===== src/rtl/irq_route_pkg.sv =====
package irq_route_pkg;

  typedef enum logic [1:0] {
    TRG_LVL_HI    = 2'd0,
    TRG_LVL_LO    = 2'd1,
    TRG_EDGE_RISE = 2'd2,
    TRG_EDGE_FALL = 2'd3
  } trig_e;

  localparam int unsigned CTRL_ADDR     = 32'h0000;
  localparam int unsigned TRIG_BASE     = 32'h0100;
  localparam int unsigned TGT_BASE      = 32'h1000;
  localparam int unsigned SHARED_ID_LO  = 32;
  localparam int unsigned FIELDS_PER_WD = 16;
  localparam int unsigned BCAST_BIT     = 31;

endpackage


===== src/rtl/irq_route_regs.sv =====
module irq_route_regs
  import irq_route_pkg::*;
#(
  parameter int NUM_LINES = 20,
  parameter int NUM_CPUS  = 4,
  parameter int ADDR_W    = 16,
  localparam int CPU_W    = (NUM_CPUS > 1) ? $clog2(NUM_CPUS) : 1,
  localparam int TRIG_WDS = (NUM_LINES + FIELDS_PER_WD - 1) / FIELDS_PER_WD
) (
  input  logic                      clk,
  input  logic                      rst,
  input  logic                      wr,
  input  logic                      rd,
  input  logic [ADDR_W-1:0]         addr,
  input  logic [31:0]               wdata,
  output logic [31:0]               rdata,
  output logic                      glob_en,
  output logic [2*NUM_LINES-1:0]    trig_mode,
  output logic [NUM_LINES*CPU_W-1:0] tgt_cpu,
  output logic [NUM_LINES-1:0]      tgt_bcast
);

  logic [31:0] rd_mux;

  always_ff @(posedge clk) begin
    if (rst) begin
      glob_en   <= 1'b0;
      trig_mode <= '0;
      tgt_cpu   <= '0;
      tgt_bcast <= '0;
    end else if (wr) begin
      if (addr == ADDR_W'(CTRL_ADDR))
        glob_en <= wdata[0];
      for (int l = 0; l < NUM_LINES; l++) begin
        if (addr == ADDR_W'(TRIG_BASE + 4 * (l / FIELDS_PER_WD)))
          trig_mode[2*l +: 2] <= wdata[2*(l % FIELDS_PER_WD) +: 2];
        if (addr == ADDR_W'(TGT_BASE + 4 * l)) begin
          tgt_cpu[l*CPU_W +: CPU_W] <= wdata[CPU_W-1:0];
          tgt_bcast[l]              <= wdata[BCAST_BIT];
        end
      end
    end
  end

  always_comb begin
    rd_mux = '0;
    if (addr == ADDR_W'(CTRL_ADDR))
      rd_mux[0] = glob_en;
    for (int l = 0; l < NUM_LINES; l++) begin
      if (addr == ADDR_W'(TRIG_BASE + 4 * (l / FIELDS_PER_WD)))
        rd_mux[2*(l % FIELDS_PER_WD) +: 2] = trig_mode[2*l +: 2];
      if (addr == ADDR_W'(TGT_BASE + 4 * l)) begin
        rd_mux[CPU_W-1:0] = tgt_cpu[l*CPU_W +: CPU_W];
        rd_mux[BCAST_BIT] = tgt_bcast[l];
      end
    end
  end

  always_ff @(posedge clk) begin
    if (rst)
      rdata <= '0;
    else if (rd)
      rdata <= rd_mux;
  end

endmodule


===== src/rtl/irq_line_unit.sv =====
module irq_line_unit
  import irq_route_pkg::*;
(
  input  logic       clk,
  input  logic       rst,
  input  logic       irq_async,
  input  logic [1:0] mode,
  input  logic       en,
  input  logic       ack_hit,
  output logic       active,
  output logic       pend
);

  logic sync_a, sync_b, prev_b;
  logic insvc;
  logic is_edge, edge_seen, lvl_on;

  always_ff @(posedge clk) begin
    if (rst) begin
      sync_a <= 1'b0;
      sync_b <= 1'b0;
      prev_b <= 1'b0;
    end else begin
      sync_a <= irq_async;
      sync_b <= sync_a;
      prev_b <= sync_b;
    end
  end

  always_comb begin
    is_edge   = mode[1];
    lvl_on    = (trig_e'(mode) == TRG_LVL_LO) ? ~sync_b : sync_b;
    edge_seen = (trig_e'(mode) == TRG_EDGE_RISE) ? (sync_b & ~prev_b)
                                                 : (~sync_b & prev_b);
  end

  always_ff @(posedge clk) begin
    if (rst) begin
      pend  <= 1'b0;
      insvc <= 1'b0;
    end else if (en) begin
      if (is_edge && edge_seen)
        pend <= 1'b1;
      else if (ack_hit)
        pend <= 1'b0;
      if (is_edge || !lvl_on)
        insvc <= 1'b0;
      else if (ack_hit)
        insvc <= 1'b1;
    end
  end

  assign active = is_edge ? pend : (lvl_on & ~insvc);

endmodule


===== src/rtl/irq_deliver.sv =====
module irq_deliver #(
  parameter int NUM_LINES = 20,
  parameter int NUM_CPUS  = 4,
  localparam int CPU_W    = (NUM_CPUS > 1) ? $clog2(NUM_CPUS) : 1
) (
  input  logic                         clk,
  input  logic                         rst,
  input  logic                         en,
  input  logic [NUM_LINES-1:0]         active,
  input  logic [NUM_LINES*CPU_W-1:0]   tgt_cpu,
  input  logic [NUM_LINES-1:0]         tgt_bcast,
  output logic [NUM_CPUS*NUM_LINES-1:0] req
);

  for (genvar c = 0; c < NUM_CPUS; c++) begin : g_cpu
    for (genvar l = 0; l < NUM_LINES; l++) begin : g_line
      logic sel;
      assign sel = tgt_bcast[l] || (tgt_cpu[l*CPU_W +: CPU_W] == CPU_W'(c));
      always_ff @(posedge clk) begin
        if (rst)
          req[c*NUM_LINES + l] <= 1'b0;
        else
          req[c*NUM_LINES + l] <= en & active[l] & sel;
      end
    end
  end

endmodule


===== src/rtl/irq_route_dist.sv =====
module irq_route_dist
  import irq_route_pkg::*;
#(
  parameter int NUM_LINES = 20,
  parameter int NUM_CPUS  = 4,
  parameter int ADDR_W    = 16,
  parameter int ID_W      = 8,
  localparam int CPU_W    = (NUM_CPUS > 1) ? $clog2(NUM_CPUS) : 1
) (
  input  logic                          clk,
  input  logic                          rst,
  input  logic                          reg_wr,
  input  logic                          reg_rd,
  input  logic [ADDR_W-1:0]             reg_addr,
  input  logic [31:0]                   reg_wdata,
  output logic [31:0]                   reg_rdata,
  input  logic [NUM_LINES-1:0]          irq_in,
  input  logic [NUM_CPUS-1:0]           ack_vld,
  input  logic [NUM_CPUS*ID_W-1:0]      ack_id,
  output logic [NUM_CPUS*NUM_LINES-1:0] req_out
);

  logic                       glob_en;
  logic [2*NUM_LINES-1:0]     trig_mode;
  logic [NUM_LINES*CPU_W-1:0] tgt_cpu;
  logic [NUM_LINES-1:0]       tgt_bcast;
  logic [NUM_LINES-1:0]       ack_hit;
  logic [NUM_LINES-1:0]       active;
  logic [NUM_LINES-1:0]       pend_w;

  irq_route_regs #(
    .NUM_LINES(NUM_LINES), .NUM_CPUS(NUM_CPUS), .ADDR_W(ADDR_W)
  ) regs_i (
    .clk(clk), .rst(rst), .wr(reg_wr), .rd(reg_rd), .addr(reg_addr),
    .wdata(reg_wdata), .rdata(reg_rdata), .glob_en(glob_en),
    .trig_mode(trig_mode), .tgt_cpu(tgt_cpu), .tgt_bcast(tgt_bcast)
  );

  // A claim hits a line when its identifier matches and the claiming
  // processor is the target, or the line is broadcast.
  always_comb begin
    ack_hit = '0;
    for (int l = 0; l < NUM_LINES; l++) begin
      for (int c = 0; c < NUM_CPUS; c++) begin
        if (ack_vld[c] &&
            ack_id[c*ID_W +: ID_W] == ID_W'(SHARED_ID_LO + l) &&
            (tgt_bcast[l] || tgt_cpu[l*CPU_W +: CPU_W] == CPU_W'(c)))
          ack_hit[l] = 1'b1;
      end
    end
  end

  for (genvar l = 0; l < NUM_LINES; l++) begin : g_line
    irq_line_unit line_i (
      .clk(clk), .rst(rst), .irq_async(irq_in[l]),
      .mode(trig_mode[2*l +: 2]), .en(glob_en), .ack_hit(ack_hit[l]),
      .active(active[l]), .pend(pend_w[l])
    );
  end

  irq_deliver #(
    .NUM_LINES(NUM_LINES), .NUM_CPUS(NUM_CPUS)
  ) deliver_i (
    .clk(clk), .rst(rst), .en(glob_en), .active(active),
    .tgt_cpu(tgt_cpu), .tgt_bcast(tgt_bcast), .req(req_out)
  );

endmodule


===== config.mk =====
export PLATFORM = sky130hd
export DESIGN_NAME = irq_route_dist
export DESIGN_NICKNAME = d
export VERILOG_FILES = /design/src/rtl/irq_route_pkg.sv /design/src/rtl/irq_route_regs.sv /design/src/rtl/irq_line_unit.sv /design/src/rtl/irq_deliver.sv /design/src/rtl/irq_route_dist.sv
export SDC_FILE = /design/constraint.sdc
export NUM_CORES = 1
export LEC_CHECK = 0
export BUFFER_PORTS_ARGS = -buffer_cell sky130_fd_sc_hd__buf_4
export CORE_AREA = 3 3 173 175
export DETAILED_ROUTE_END_ITERATION = 12
export DIE_AREA = 0 0 176 178
export PLACE_DENSITY = 0.73
export SLEW_MARGIN = 20
export SYNTH_ARGS = -nofsm -noshare
export SYNTH_HDL_FRONTEND = slang
export SYNTH_HIERARCHICAL = 1
export SYNTH_SLANG_ARGS = --single-unit

===== constraint.sdc =====
create_clock -name clk -period 3.6 [get_ports clk]
set_input_delay 0.18 -clock clk [delete_from_list [all_inputs] [get_ports clk]]
set_output_delay 0.18 -clock clk [all_outputs]
set_load 0.01 [all_outputs]

==> impl_metrics.csv <==
group,metric,value,unit
synth,synthFlopType,"dfxtp_1",
global_route,gr-total-overflow,0,
timing,worst_pin_slew,0.941,ns
worst_setup_path,crit_required,4.03,ns
synth,yosysUniqueCellTypes,69,
power_and_ir_drop,ir_drop,0.390,mV
synth,postSynthCellCount,1729,
min_path,min_from,"reg_wdata[1]",
global_route,grt_pass1_wl,72.1,mm
global_route,antenna_found_initial,1,
drt,drt_wl_total,47.4,mm
timing,holdWs,0.0968,ns
clock_network,cts_resized,0,
worst_setup_path,worstRegToRegCells,6,
timing,slew_headroom,36.8,%
synth,syn_nets,1837,
synth,synth_area,0.0142,mm^2
clock_network,clk_pin_slew,0.06,ns
placement,place.gp.congestion,0.987,
worst_setup_path,cp_slowest_cell,"or4_1",
synth,syn_avg_cell_area,8.24,um^2
drt,route.detailed.drc,0,
clock_network,clockBufferDepth,3,
synth,synthArstFlopShare,0,%
layout,area_delta_synth_final,26.2,%
synth,synth-edff-count,0,
worst_setup_path,path_cells,"buf_4 -> or4_1 -> nor4_4 -> buf_4 -> and2_1 -> buf_4 -> nand2_1 -> a21oi_1",
min_path,hold_path_class,"in2reg",
placement,port_buffers,219,
timing,fin_crit,2.33,ns
global_route,grt_max_degree,120,
layout,drive_gt1_share,19.2,%
global_route,grt_pass1_vias,12800,
die,core.rowCount,62,
drt,drt-pass1-iter-count,8,
run,drv_cap,0,
timing,tns,0,ns
clock_network,numCtsBuffers,34,
worst_setup_path,cp_max_fo,32,
worst_setup_path,slowest_delay,0.70,ns
clock_network,htree_levels,2,
run_status,status,"finished clean",
placement,hpwl,33.4,mm
worst_setup_path,critPathLaunchType,"primary input",
worst_setup_path,critPathKind,"in2reg",
synth,seq_area_frac_synth,44.0,%
power_and_ir_drop,p_per_area,422,mW/mm^2
worst_setup_path,worstPathArrival,2.76,ns
global_route,grtUsageTotal,29.1,%
worst_setup_path,crit_top_cell,"buf_4",
worst_setup_path,setup.worst_path.start,"reg_addr[3]",
timing,period_share,64.7,%
clock_network,clock_latency,0.52,ns
clock_network,cts-root-buf,"clkbuf_16",
worst_setup_path,endpoint_kind,"flop",
drt,ant_nets,0,
timing,slew_violations,0,
die,pin_count,220,
drt,via_count,13900,
layout,layout_common_cells,"dfxtp_1, a21oi_1, buf_4",
worst_setup_path,r2r_start,"regs_i/tgt_cpu[13]$_SDFFE_PP0P_",
die,core,0.0286,mm^2
timing,setup_viol,0,
layout,nNetsFinal,2096,
synth,synth_seq_cells,313,
drt,drtIter0Drc,1748,
layout,diodes,0,
die,die_h,178,um
timing,fin_skew,0.0168,ns
clock_network,cts.sinks,313,
clock_network,post-cts-setup-buffer-count,0,
drt,avgViaCountPerCell,5.82,
clock_network,hold_buffers,49,
layout,layout_commonest_cell,"dfxtp_1",
drt,wl_per_cell,19.8,um
min_path,holdPathStages,3,
layout,n_fill_cell,2445,
power_and_ir_drop,p_leak,6.46,nW
die,die_area,0.0313,mm^2
die,start_util,49.7,%
die,die_x,176,um
clock_network,cts_tree,"yes",
timing,clock.fmax,0.430,GHz
synth,yosys_warnings,6,
timing,rsz0062_at_grt,"false",
timing,hold_violations,0,
-- sequential cells by signal (all words and copies together), names as in the netlist, 32 cells and up --
name / cells
deliver_i/req: 80
regs_i/tgt_cpu: 40
regs_i/trig_mode: 40
regs_i/rdata: 32
-- worst paths after layout --
check                                                     endpoint  slack (ns)
worst min-delay path                regs_i/tgt_cpu[1]$_SDFFE_PP0P_         0.1
worst min register to register  g_line[6].line_i/sync_b$_SDFF_PP0_        0.43
worst max register to register        regs_i/rdata[1]$_SDFFE_PP0P_        1.51
worst max-delay path             regs_i/trig_mode[25]$_SDFFE_PP0P_        1.27
-- area by class of cell --
type                            instances  area, um^2  area share, %
Multi-Input combinational cell       1298        7530           41.9
Clock inverter                         15         196           1.09
Sequential cell                       313        6270           34.9
Inverter                               51         191           1.07
Clock buffer                           45         983           5.47
Tap cell                              384         480           2.67
Timing Repair Buffer                  290        2320           12.9
-- cells by family (layout without fill, tap and decap cells) --
kind of cell / count (synthesis) / in the layout / share of synthesized area, %
simple gates: 777 / 777 / 29.8
buf+inv: 118 / 401 / 3.24
mux: 14 / 14 / 1.07
flops: 313 / 313 / 44.0
xor+xnor: 20 / 20 / 1.23
compound gates: 487 / 487 / 20.7
-- metrics by stage --
stage          power (mW)  worst slack (ns)  utilization [%]  cell area, um^2  cells
2_1_floorplan        3.75             0.802                -            14200   1729
3_3_place_gp         3.94             0.886             56.9            16300   2287
3_5_place_dp         3.95             0.800             56.9            16300   2287
4_1_cts              7.62              1.31             62.8            18000   2396
5_1_grt              7.81              1.08             62.8            18000   2396
6_report             7.59              1.27             62.8            18000   2396
-- metal layers --
metal  wire (um)  global-route usage [%]  share of wire, %  up-vias
met5           0                       0                 0        -
met4        1620                    9.73               3.4        0
met3        3910                    3.98               8.3      112
met2       21700                    46.8                46      643
met1       20200                    40.4                43     6555
li1            -                       -                 -     6633
-- power breakdown --
group,total (mW),leakage (nW),switching (mW),internal (mW)
combinational,0.413,3.34,0.225,0.187
clock,3.66,0.589,1.44,2.22
sequential,3.51,2.53,0.0156,3.49
total,7.59,6.46,1.68,5.90
-- worst max-delay path, delay by kind of cell --
kind	cells	cell delay, ns
buffers and inverters	3	0.94
AO/OA/AOI/OAI	1	0.18
AND/OR/NAND/NOR	4	1.43
-- cell usage after synthesis, drive strengths merged, types with 5 or more instances --
library cell	count	area (um^2)
or4b	8	83.8
and4bb	5	62.6
o32ai	11	96.3
and2	5	31.3
or4	7	56.3
a221oi	5	43.8
nand2b	94	588
a221o	8	80.1
clkbuf	48	180
nor4	13	100
a211oi	28	310
a21oi	288	1440
buf	19	90.1
o221ai	5	43.8
nand2	229	860
nor3b	25	188
a32oi	7	61.3
nor3	37	206
dfxtp	313	6270
or3	8	50.1
nand3	76	380
inv	51	191
xor2	20	175
a22oi	8	60.1
nand3b	23	173
o21ai	69	345
o22ai	9	56.3
or2	22	138
mux2i	13	130
nor4b	11	109
nor2b	79	494
o211ai	27	203
and3b	20	200
nor2	101	379
No activity file was read; power rests on OpenSTA's default activity.
